`src/rtl/zs_pkg.sv`:
```
// Package: shared defaults for the zero-suppression gate.
// Assumes: all modules of the block take these as parameter defaults.
package zs_pkg;
    parameter int ZS_NUM_CH = 8;   // channels per section
    parameter int ZS_SMP_W  = 12;  // ADC sample width
    parameter int ZS_PRE    = 2;   // samples kept ahead of a gate
    parameter int ZS_POST   = 2;   // samples kept after a gate
endpackage

```
`src/rtl/zs_hit_detect.sv`:
```
// Module: zs_hit_detect
// Compares every channel's sample with the threshold. Each hit is then
// spread onto the two adjacent channels. Triggers from the neighboring
// sections take the place of the missing channels beyond either edge.
// Assumes: all outputs are combinational and qualified by smp_valid.
module zs_hit_detect
    import zs_pkg::*;
#(
    parameter int NUM_CH = ZS_NUM_CH,
    parameter int SMP_W  = ZS_SMP_W
) (
    input  logic                    smp_valid,
    input  logic [NUM_CH*SMP_W-1:0] smp_data,
    input  logic [SMP_W-1:0]        thresh,
    input  logic                    trig_in_lo,
    input  logic                    trig_in_hi,
    output logic [NUM_CH-1:0]       hit,
    output logic [NUM_CH-1:0]       gate
);
    localparam int EXT_W = NUM_CH + 2;

    logic [EXT_W-1:0] ext_hit;

    // Threshold compare per channel, only meaningful on a strobe.
    for (genvar ch = 0; ch < NUM_CH; ch++) begin : g_cmp
        assign hit[ch] = smp_valid && (smp_data[ch*SMP_W +: SMP_W] >= thresh);
    end

    // Hit vector extended with the external edge triggers.
    assign ext_hit = {smp_valid & trig_in_hi, hit, smp_valid & trig_in_lo};

    // Three-wide neighbor spread.
    for (genvar ch = 0; ch < NUM_CH; ch++) begin : g_spread
        assign gate[ch] = ext_hit[ch] | ext_hit[ch+1] | ext_hit[ch+2];
    end
endmodule

```
`src/rtl/zs_chan_window.sv`:
```
// Module: zs_chan_window
// Widens one channel's gate in time. A delay line of PRE samples lets a
// gate reach backwards. A trailing counter, reloaded by every gate,
// reaches PRE+POST strobes forwards. The result is a one-cycle write
// pulse after each strobe, paired with the delayed sample.
// Assumes: filled is low until PRE strobes have entered since reset.
module zs_chan_window
    import zs_pkg::*;
#(
    parameter int SMP_W = ZS_SMP_W,
    parameter int PRE   = ZS_PRE,
    parameter int POST  = ZS_POST
) (
    input  logic             clk,
    input  logic             rst_n,
    input  logic             smp_valid,
    input  logic             filled,
    input  logic             gate,
    input  logic [SMP_W-1:0] smp_in,
    output logic             wr_en_o,
    output logic [SMP_W-1:0] wr_data_o
);
    localparam int SPAN  = PRE + POST;
    localparam int CNT_W = $clog2(SPAN + 1);

    logic [SMP_W-1:0] dly [PRE];
    logic [CNT_W-1:0] cnt;

    // Delay line: shifts one place per strobe.
    always_ff @(posedge clk) begin
        if (!rst_n) begin
            for (int i = 0; i < PRE; i++) dly[i] <= '0;
        end else if (smp_valid) begin
            dly[0] <= smp_in;
            for (int i = 1; i < PRE; i++) dly[i] <= dly[i-1];
        end
    end

    // Trailing counter: reloaded on a gate, counts down per strobe.
    always_ff @(posedge clk) begin
        if (!rst_n) begin
            cnt <= '0;
        end else if (smp_valid) begin
            if (gate)            cnt <= CNT_W'(SPAN);
            else if (cnt != '0)  cnt <= cnt - 1'b1;
        end
    end

    // Output pulse and the delayed sample it belongs to.
    always_ff @(posedge clk) begin
        if (!rst_n) begin
            wr_en_o   <= 1'b0;
            wr_data_o <= '0;
        end else if (smp_valid) begin
            wr_en_o   <= filled && (gate || (cnt != '0));
            wr_data_o <= dly[PRE-1];
        end else begin
            wr_en_o   <= 1'b0;
        end
    end

    // idle cycles freeze the counter and the delay line.
    p_idle_hold_r9: assert property (@(posedge clk) disable iff (!rst_n)
        !smp_valid |=> ($stable(cnt) && $stable(dly[PRE-1])));

    // a gate on a filled strobe always produces a write pulse.
    p_window_open_r2: assert property (@(posedge clk) disable iff (!rst_n)
        (smp_valid && gate && filled) |=> wr_en_o);

    // no gate and an expired count close the window.
    p_window_close_r5: assert property (@(posedge clk) disable iff (!rst_n)
        (smp_valid && !gate && cnt == '0) |=> !wr_en_o);
endmodule

```
`src/rtl/zs_neighbor_gate.sv`:
```
// Module: zs_neighbor_gate (top)
// Zero-suppression write gate for one section of channels. It finds
// threshold hits, spreads them to adjacent channels and across the
// section edges, and widens each channel's window by PRE samples
// before and POST samples after. It drives the edge trigger outputs.
// Assumes: one strobe carries one sample per channel. rst_n is the
// acquisition reset and is synchronous.
module zs_neighbor_gate
    import zs_pkg::*;
#(
    parameter int NUM_CH = ZS_NUM_CH,
    parameter int SMP_W  = ZS_SMP_W,
    parameter int PRE    = ZS_PRE,
    parameter int POST   = ZS_POST
) (
    input  logic                    clk,
    input  logic                    rst_n,
    input  logic                    smp_valid,
    input  logic [NUM_CH*SMP_W-1:0] smp_data,
    input  logic [SMP_W-1:0]        thresh,
    input  logic                    trig_in_lo,
    input  logic                    trig_in_hi,
    output logic                    trig_out_lo,
    output logic                    trig_out_hi,
    output logic [NUM_CH-1:0]       wr_en,
    output logic [NUM_CH*SMP_W-1:0] wr_data
);
    localparam int FILL_W = $clog2(PRE + 1);

    logic [NUM_CH-1:0] hit;
    logic [NUM_CH-1:0] gate;
    logic [FILL_W-1:0] fill_cnt;
    logic              filled;

    zs_hit_detect #(.NUM_CH(NUM_CH), .SMP_W(SMP_W)) u_hit (
        .smp_valid (smp_valid),
        .smp_data  (smp_data),
        .thresh    (thresh),
        .trig_in_lo(trig_in_lo),
        .trig_in_hi(trig_in_hi),
        .hit       (hit),
        .gate      (gate)
    );

    // Edge hits go straight out to the neighboring sections.
    assign trig_out_lo = hit[0];
    assign trig_out_hi = hit[NUM_CH-1];

    // Fill tracker: counts strobes until the delay lines hold real data.
    always_ff @(posedge clk) begin
        if (!rst_n)                    fill_cnt <= '0;
        else if (smp_valid && !filled) fill_cnt <= fill_cnt + 1'b1;
    end
    assign filled = (fill_cnt == FILL_W'(PRE));

    for (genvar ch = 0; ch < NUM_CH; ch++) begin : g_chan
        zs_chan_window #(.SMP_W(SMP_W), .PRE(PRE), .POST(POST)) u_win (
            .clk      (clk),
            .rst_n    (rst_n),
            .smp_valid(smp_valid),
            .filled   (filled),
            .gate     (gate[ch]),
            .smp_in   (smp_data[ch*SMP_W +: SMP_W]),
            .wr_en_o  (wr_en[ch]),
            .wr_data_o(wr_data[ch*SMP_W +: SMP_W])
        );
    end

    // write pulses only follow a strobe.
    p_pulse_after_strobe_r6: assert property (@(posedge clk) disable iff (!rst_n)
        !smp_valid |=> (wr_en == '0));

    // reset deasserts every write enable.
    p_reset_clears_r8: assert property (@(posedge clk)
        !rst_n |=> (wr_en == '0));

    // strobes before the delay lines fill store nothing.
    p_no_early_write_r8: assert property (@(posedge clk) disable iff (!rst_n)
        (smp_valid && !filled) |=> (wr_en == '0));
endmodule

```
`config.mk`:
```
export PLATFORM = sky130hd
export DESIGN_NAME = zs_neighbor_gate
export DESIGN_NICKNAME = d
export VERILOG_FILES = /design/src/rtl/zs_pkg.sv /design/src/rtl/zs_hit_detect.sv /design/src/rtl/zs_chan_window.sv /design/src/rtl/zs_neighbor_gate.sv
export SDC_FILE = /design/constraint.sdc
export NUM_CORES = 1
export LEC_CHECK = 0
export ABC_AREA = 0
export ABC_CLOCK_PERIOD_IN_PS = 3900
export CAP_MARGIN = 20
export CORE_MARGIN = 10
export CORE_UTILIZATION = 40
export DETAILED_ROUTE_END_ITERATION = 12
export SLEW_MARGIN = 20
export SYNTH_ARGS = -nofsm -noshare
export SYNTH_HDL_FRONTEND = slang
export SYNTH_HIERARCHICAL = 1
export SYNTH_SLANG_ARGS = --single-unit
export TNS_END_PERCENT = 30
```
`constraint.sdc`:
```
create_clock -name clk -period 3.9 [get_ports clk]
set_input_delay 0.78 -clock clk [delete_from_list [all_inputs] [get_ports clk]]
set_output_delay 0.78 -clock clk [all_outputs]
set_load 0.02 [all_outputs]
```
==> flow_summary.ini, run 1 <==
[status]
outcome = completed

[yosys]
synthesis.instances = 1219
syn_avg_cell_area_sq_um = 12.2
synth_area_sq_um = 14800
yosys_warnings = 6
syn_nets = 1445

[global_route]
grt_pass1_vias = 9918
grt_pass1_wl_um = 57300
globalRouteOverflowTotal = 0
grt_max_degree = 123
grt.total_usage = 0.162
antenna_found_initial = 0

[routing]
drt_iter0_markers = 528
vias_per_cell = 5.11
routed_wl_um = 37300
route.detailed.wl_per_inst_um = 19.3
drc_errors = 0
antenna_left = 0
vias = 9897
drtPass1Iterations = 5

[floorplan]
initial_core_util = 0.405
core_area_sq_um = 36600
die_area_sq_um = 45200
num_io_pins = 219
die_w_um = 213
core.rowCount = 70
die_h_um = 213

[clocking]
tritoncts = yes
clk_latency_ns = 0.50
clockRootBuffer = clkbuf_16
hold_buffers = 0
clkTransAtPathRegs_ns = 0.06
cts_made_buffers = 37
h-tree-depth = 2
cts_buffer_depth = 3
cts_sinks = 322

[placement]
dp_hpwl_um = 25000
place_inst = 1869
numPortBuffers = 218
place_congestion = 0.774
dpl_cell_area_sq_um = 17500

[setup_path]
r2r_setup_slack_ns = 2.56
cp.required_ns = 3.12
reg2reg_depth = 4
endpoint_kind = primary output
cp-endpoint = trig_out_lo
critPathLaunch = smp_data[0]
r2r_end = g_chan[1].u_win/wr_en_o
crit_arrival_ns = 3.00
reg2reg_from = g_chan[1].u_win/cnt[1]
cp_max_fo = 2
worst_setup_path_start_kind = input pin
path_class = input pin to primary output

[sta]
hold_violations = 0
max_freq_mhz = 264
final-setup-viol-count = 0
clock_skew_ns = 0.00702
fin_crit_ns = 3.78
relSlewSlack = 0.429
worst_pin_slew_ns = 0.857
rsz0062_at_grt = false
fin_tns_setup_ns = 0
fin_crit_sh = 0.969
drv_slew = 0

[power]
power_density_nw_per_um2 = 445
irDropWorstVdd_v = 0.000276
p_leak_nw = 8.20

[min_path]
whs_path_depth = 2
hp-class = flop to flop

[finish]
fin_util = 0.510
fin_cells = 1935
fin_nets = 1667
drive_above_1_share = 0.0845
layout_common_cells = clkdlybuf4s50_1, and3_1, edfxtp_1
area_growth_pct = 25.8
fin_area_sq_um = 18700
final_common_cell = clkdlybuf4s50_1
insertedDiodeCount = 0

[job]
cap_violations = 0
-- layer usage --
metal	GRT usage	up-vias	share of wire
li1	-	4875	-
met1	0.210	4775	0.46
met2	0.265	202	0.47
met3	0.0406	45	0.056
met4	0.0401	0	0.020
met5	0	-	0
-- power breakdown --
group	switching (mW)	total (mW)	internal, mW
combinational	0.579	1.11	0.526
clock	1.32	3.28	1.96
sequential	0.0770	3.92	3.84
total	1.98	8.31	6.33
-- worst min path at each step --
stage | startpoint | end | slack, ns
after floorplan | fill_cnt[0] | fill_cnt[0] | 0.44
after global placement | fill_cnt[0] | fill_cnt[0] | 0.46
after detailed placement | fill_cnt[0] | fill_cnt[0] | 0.49
after CTS | fill_cnt[0] | fill_cnt[0] | 0.50
after global routing | g_chan[3].u_win/dly[1][6] | g_chan[3].u_win/wr_data_o[6] | 0.52
final | fill_cnt[0] | fill_cnt[0] | 0.49
-- stage by stage --
stage	setup slack, ns	total power, mW	hold WS (ns)
6_report	0.119	8.31	0.488
5_1_grt	0.0217	8.70	0.522
4_1_cts	0.0987	8.43	0.497
3_5_place_dp	-0.426	5.10	0.487
3_3_place_gp	-0.347	5.07	0.456
2_1_floorplan	0.752	4.63	0.445
-- what timing repair did --
action / CTS / global route
resized for setup: 3 / 0
setup endpoints to repair: 2 / 0
setup buffers: 1 / 0
-- registers in the layout, indices dropped and copies added (netlist names) --
signal	cells
g_chan.u_win/dly	192
g_chan.u_win/wr_data_o	96
g_chan.u_win/cnt	24
g_chan.u_win/wr_en_o	8
fill_cnt	2
-- critical path, stage by stage --
cell             delay (ns)
clkdlybuf4s50_1        0.49
inv_1                  0.05
ha_1                   0.27
nor2b_1                0.04
o21ai_0                0.18
a41oi_1                0.17
o31ai_2                0.38
and2_1                 0.28
dlygate4sd2_1          0.36
-- area by class of cell --
class,count,area [sq um]
inverter,37,139
sequential,322,8370
timing repair buffer,256,2480
tap,468,586
multi-input combinational,787,5940
clock buffer,53,1030
fill,3253,18000
clock inverter,12,116
Power figures use the tool's default switching activity.
==> inputs of run 2 (changes only) <==
--- a/config.mk
+++ b/config.mk
@@ -11,6 +11,7 @@
 export CORE_MARGIN = 10
 export CORE_UTILIZATION = 40
 export DETAILED_ROUTE_END_ITERATION = 12
+export SKIP_CTS_REPAIR_TIMING = 1
 export SLEW_MARGIN = 20
 export SYNTH_ARGS = -nofsm -noshare
 export SYNTH_HDL_FRONTEND = slang
==> flow_summary.ini, run 2 (synthesis gave the netlist of run 1 again) <==
[status]
outcome = completed

[clocking]
tritoncts = yes
clk_latency_ns = 0.50
clockRootBuffer = clkbuf_16
cts_buffer_depth = 3
clkTransAtPathRegs_ns = 0.06
cts_sinks = 322
h-tree-depth = 2
cts_made_buffers = 37

[setup_path]
cp_top_family = buffers and inverters
crit_chain = clkdlybuf4s50_1 -> inv_1 -> ha_1 -> nor2b_1 -> o21ai_0 -> a41oi_1 -> o31ai_4 -> and2_1 -> dlymetal6s2s_1
worst_setup_path_start_kind = input pin
crit_arrival_ns = 2.90
endpoint_kind = primary output
cp_max_fo = 2
path_class = input pin to primary output
slowest_delay_ns = 0.49
slowest_stage = clkdlybuf4s50_1
crit_buf_inv = 3
cp.required_ns = 3.12

[sta]
fin_crit_ns = 3.68
worst_pin_slew_ns = 0.870
hold_violations = 0
drv_slew = 0
fin_crit_sh = 0.943
fin_tns_setup_ns = 0
max_freq_mhz = 272
relSlewSlack = 0.420
clock_skew_ns = 0.00704
timing.hold.ws_ns = 0.488
final-setup-viol-count = 0
postLayoutSetupSlackWorst_ns = 0.222
rsz0062_at_grt = false

[routing]
vias = 9885
drtPass1Iterations = 5
drc_errors = 0
antenna_left = 0
vias_per_cell = 5.11
routed_wl_um = 37400
route.detailed.wl_per_inst_um = 19.3
drt_iter0_markers = 547

[global_route]
met3_usage = 0.0406
grt.total_usage = 0.162
grt_util_met2 = 0.265
met1_usage = 0.210
grt_pass1_vias = 9916
busiest_layer = met2
antenna_found_initial = 0
globalRouteOverflowTotal = 0
grt_max_degree = 123
grt_pass1_wl_um = 57200

[floorplan]
core_area_sq_um = 36600
initial_core_util = 0.405
die_area_sq_um = 45200
num_io_pins = 219
die_w_um = 213
die_h_um = 213
core.rowCount = 70

[placement]
place_inst = 1869
place_congestion = 0.774
numPortBuffers = 218
dp_hpwl_um = 25000
place_ws_ns = -0.426

[finish]
largest_reg_flops = 192
largest-register = g_chan.u_win/dly
drive_above_1_share = 0.0839
final_common_cell = clkdlybuf4s50_1
layout_common_cells = clkdlybuf4s50_1, and3_1, edfxtp_1
nFillCells = 3250
fin_cells = 1934
fin_nets = 1666
area_growth_pct = 25.9
reg_top3 = g_chan.u_win/dly: 192 flops, g_chan.u_win/wr_data_o: 96 flops, g_chan.u_win/cnt: 24 flops
insertedDiodeCount = 0

[power]
p_leak_nw = 8.20
power_mw = 8.31
irDropWorstVdd_v = 0.000277
power_density_nw_per_um2 = 445

[min_path]
hp-class = flop to flop

[job]
cap_violations = 0
[run 2: worst paths after layout]
| check | cells after the start | from | to | slack [ns] |
|---|---|---|---|---|
| max | 9 | smp_data[0] | trig_out_lo | 0.22 |
| max reg2reg | 4 | g_chan[1].u_win/cnt[1] | g_chan[1].u_win/wr_en_o | 2.56 |
| min reg2reg | 2 | fill_cnt[0] | fill_cnt[0] | 0.49 |
| min | 2 | fill_cnt[0] | fill_cnt[0] | 0.49 |
[run 2: power by group]
group          internal, mW  switching [mW]  leakage [nW]
Clock                  1.96            1.33         0.553
Sequential             3.84          0.0770          3.16
Combinational         0.526           0.580          4.49
[run 2: metal layers]
metal / vias up / wire (um) / share of wire
met3: 45 / 2090 / 0.056
met4: 0 / 742 / 0.020
met2: 204 / 17600 / 0.47
met1: 4764 / 17000 / 0.45
li1: 4872 / - / -
met5: - / 0 / 0
[run 2: per-stage QoR]
step                 util  area, sq um
floorplan               -        14800
global placement    0.478        17500
detailed placement  0.478        17500
CTS                 0.509        18600
global route        0.510        18700
finish              0.510        18700
[run 2: area by class of cell]
cell class              count  area (sq um)  area share
clock buffers              53          1030      0.0550
inverters                  37           139     0.00744
clock inverters            12           116     0.00623
repair buffers            255          2480       0.133
flip-flops and latches    322          8370       0.448
well taps                 468           586      0.0314
multi-input cells         787          5950       0.319
[run 2: tightest hold or removal path: stages (launching register included)]
cell and delay, ns:
dfxtp_1 0.32, nand2_1 0.06, o21ai_0 0.06
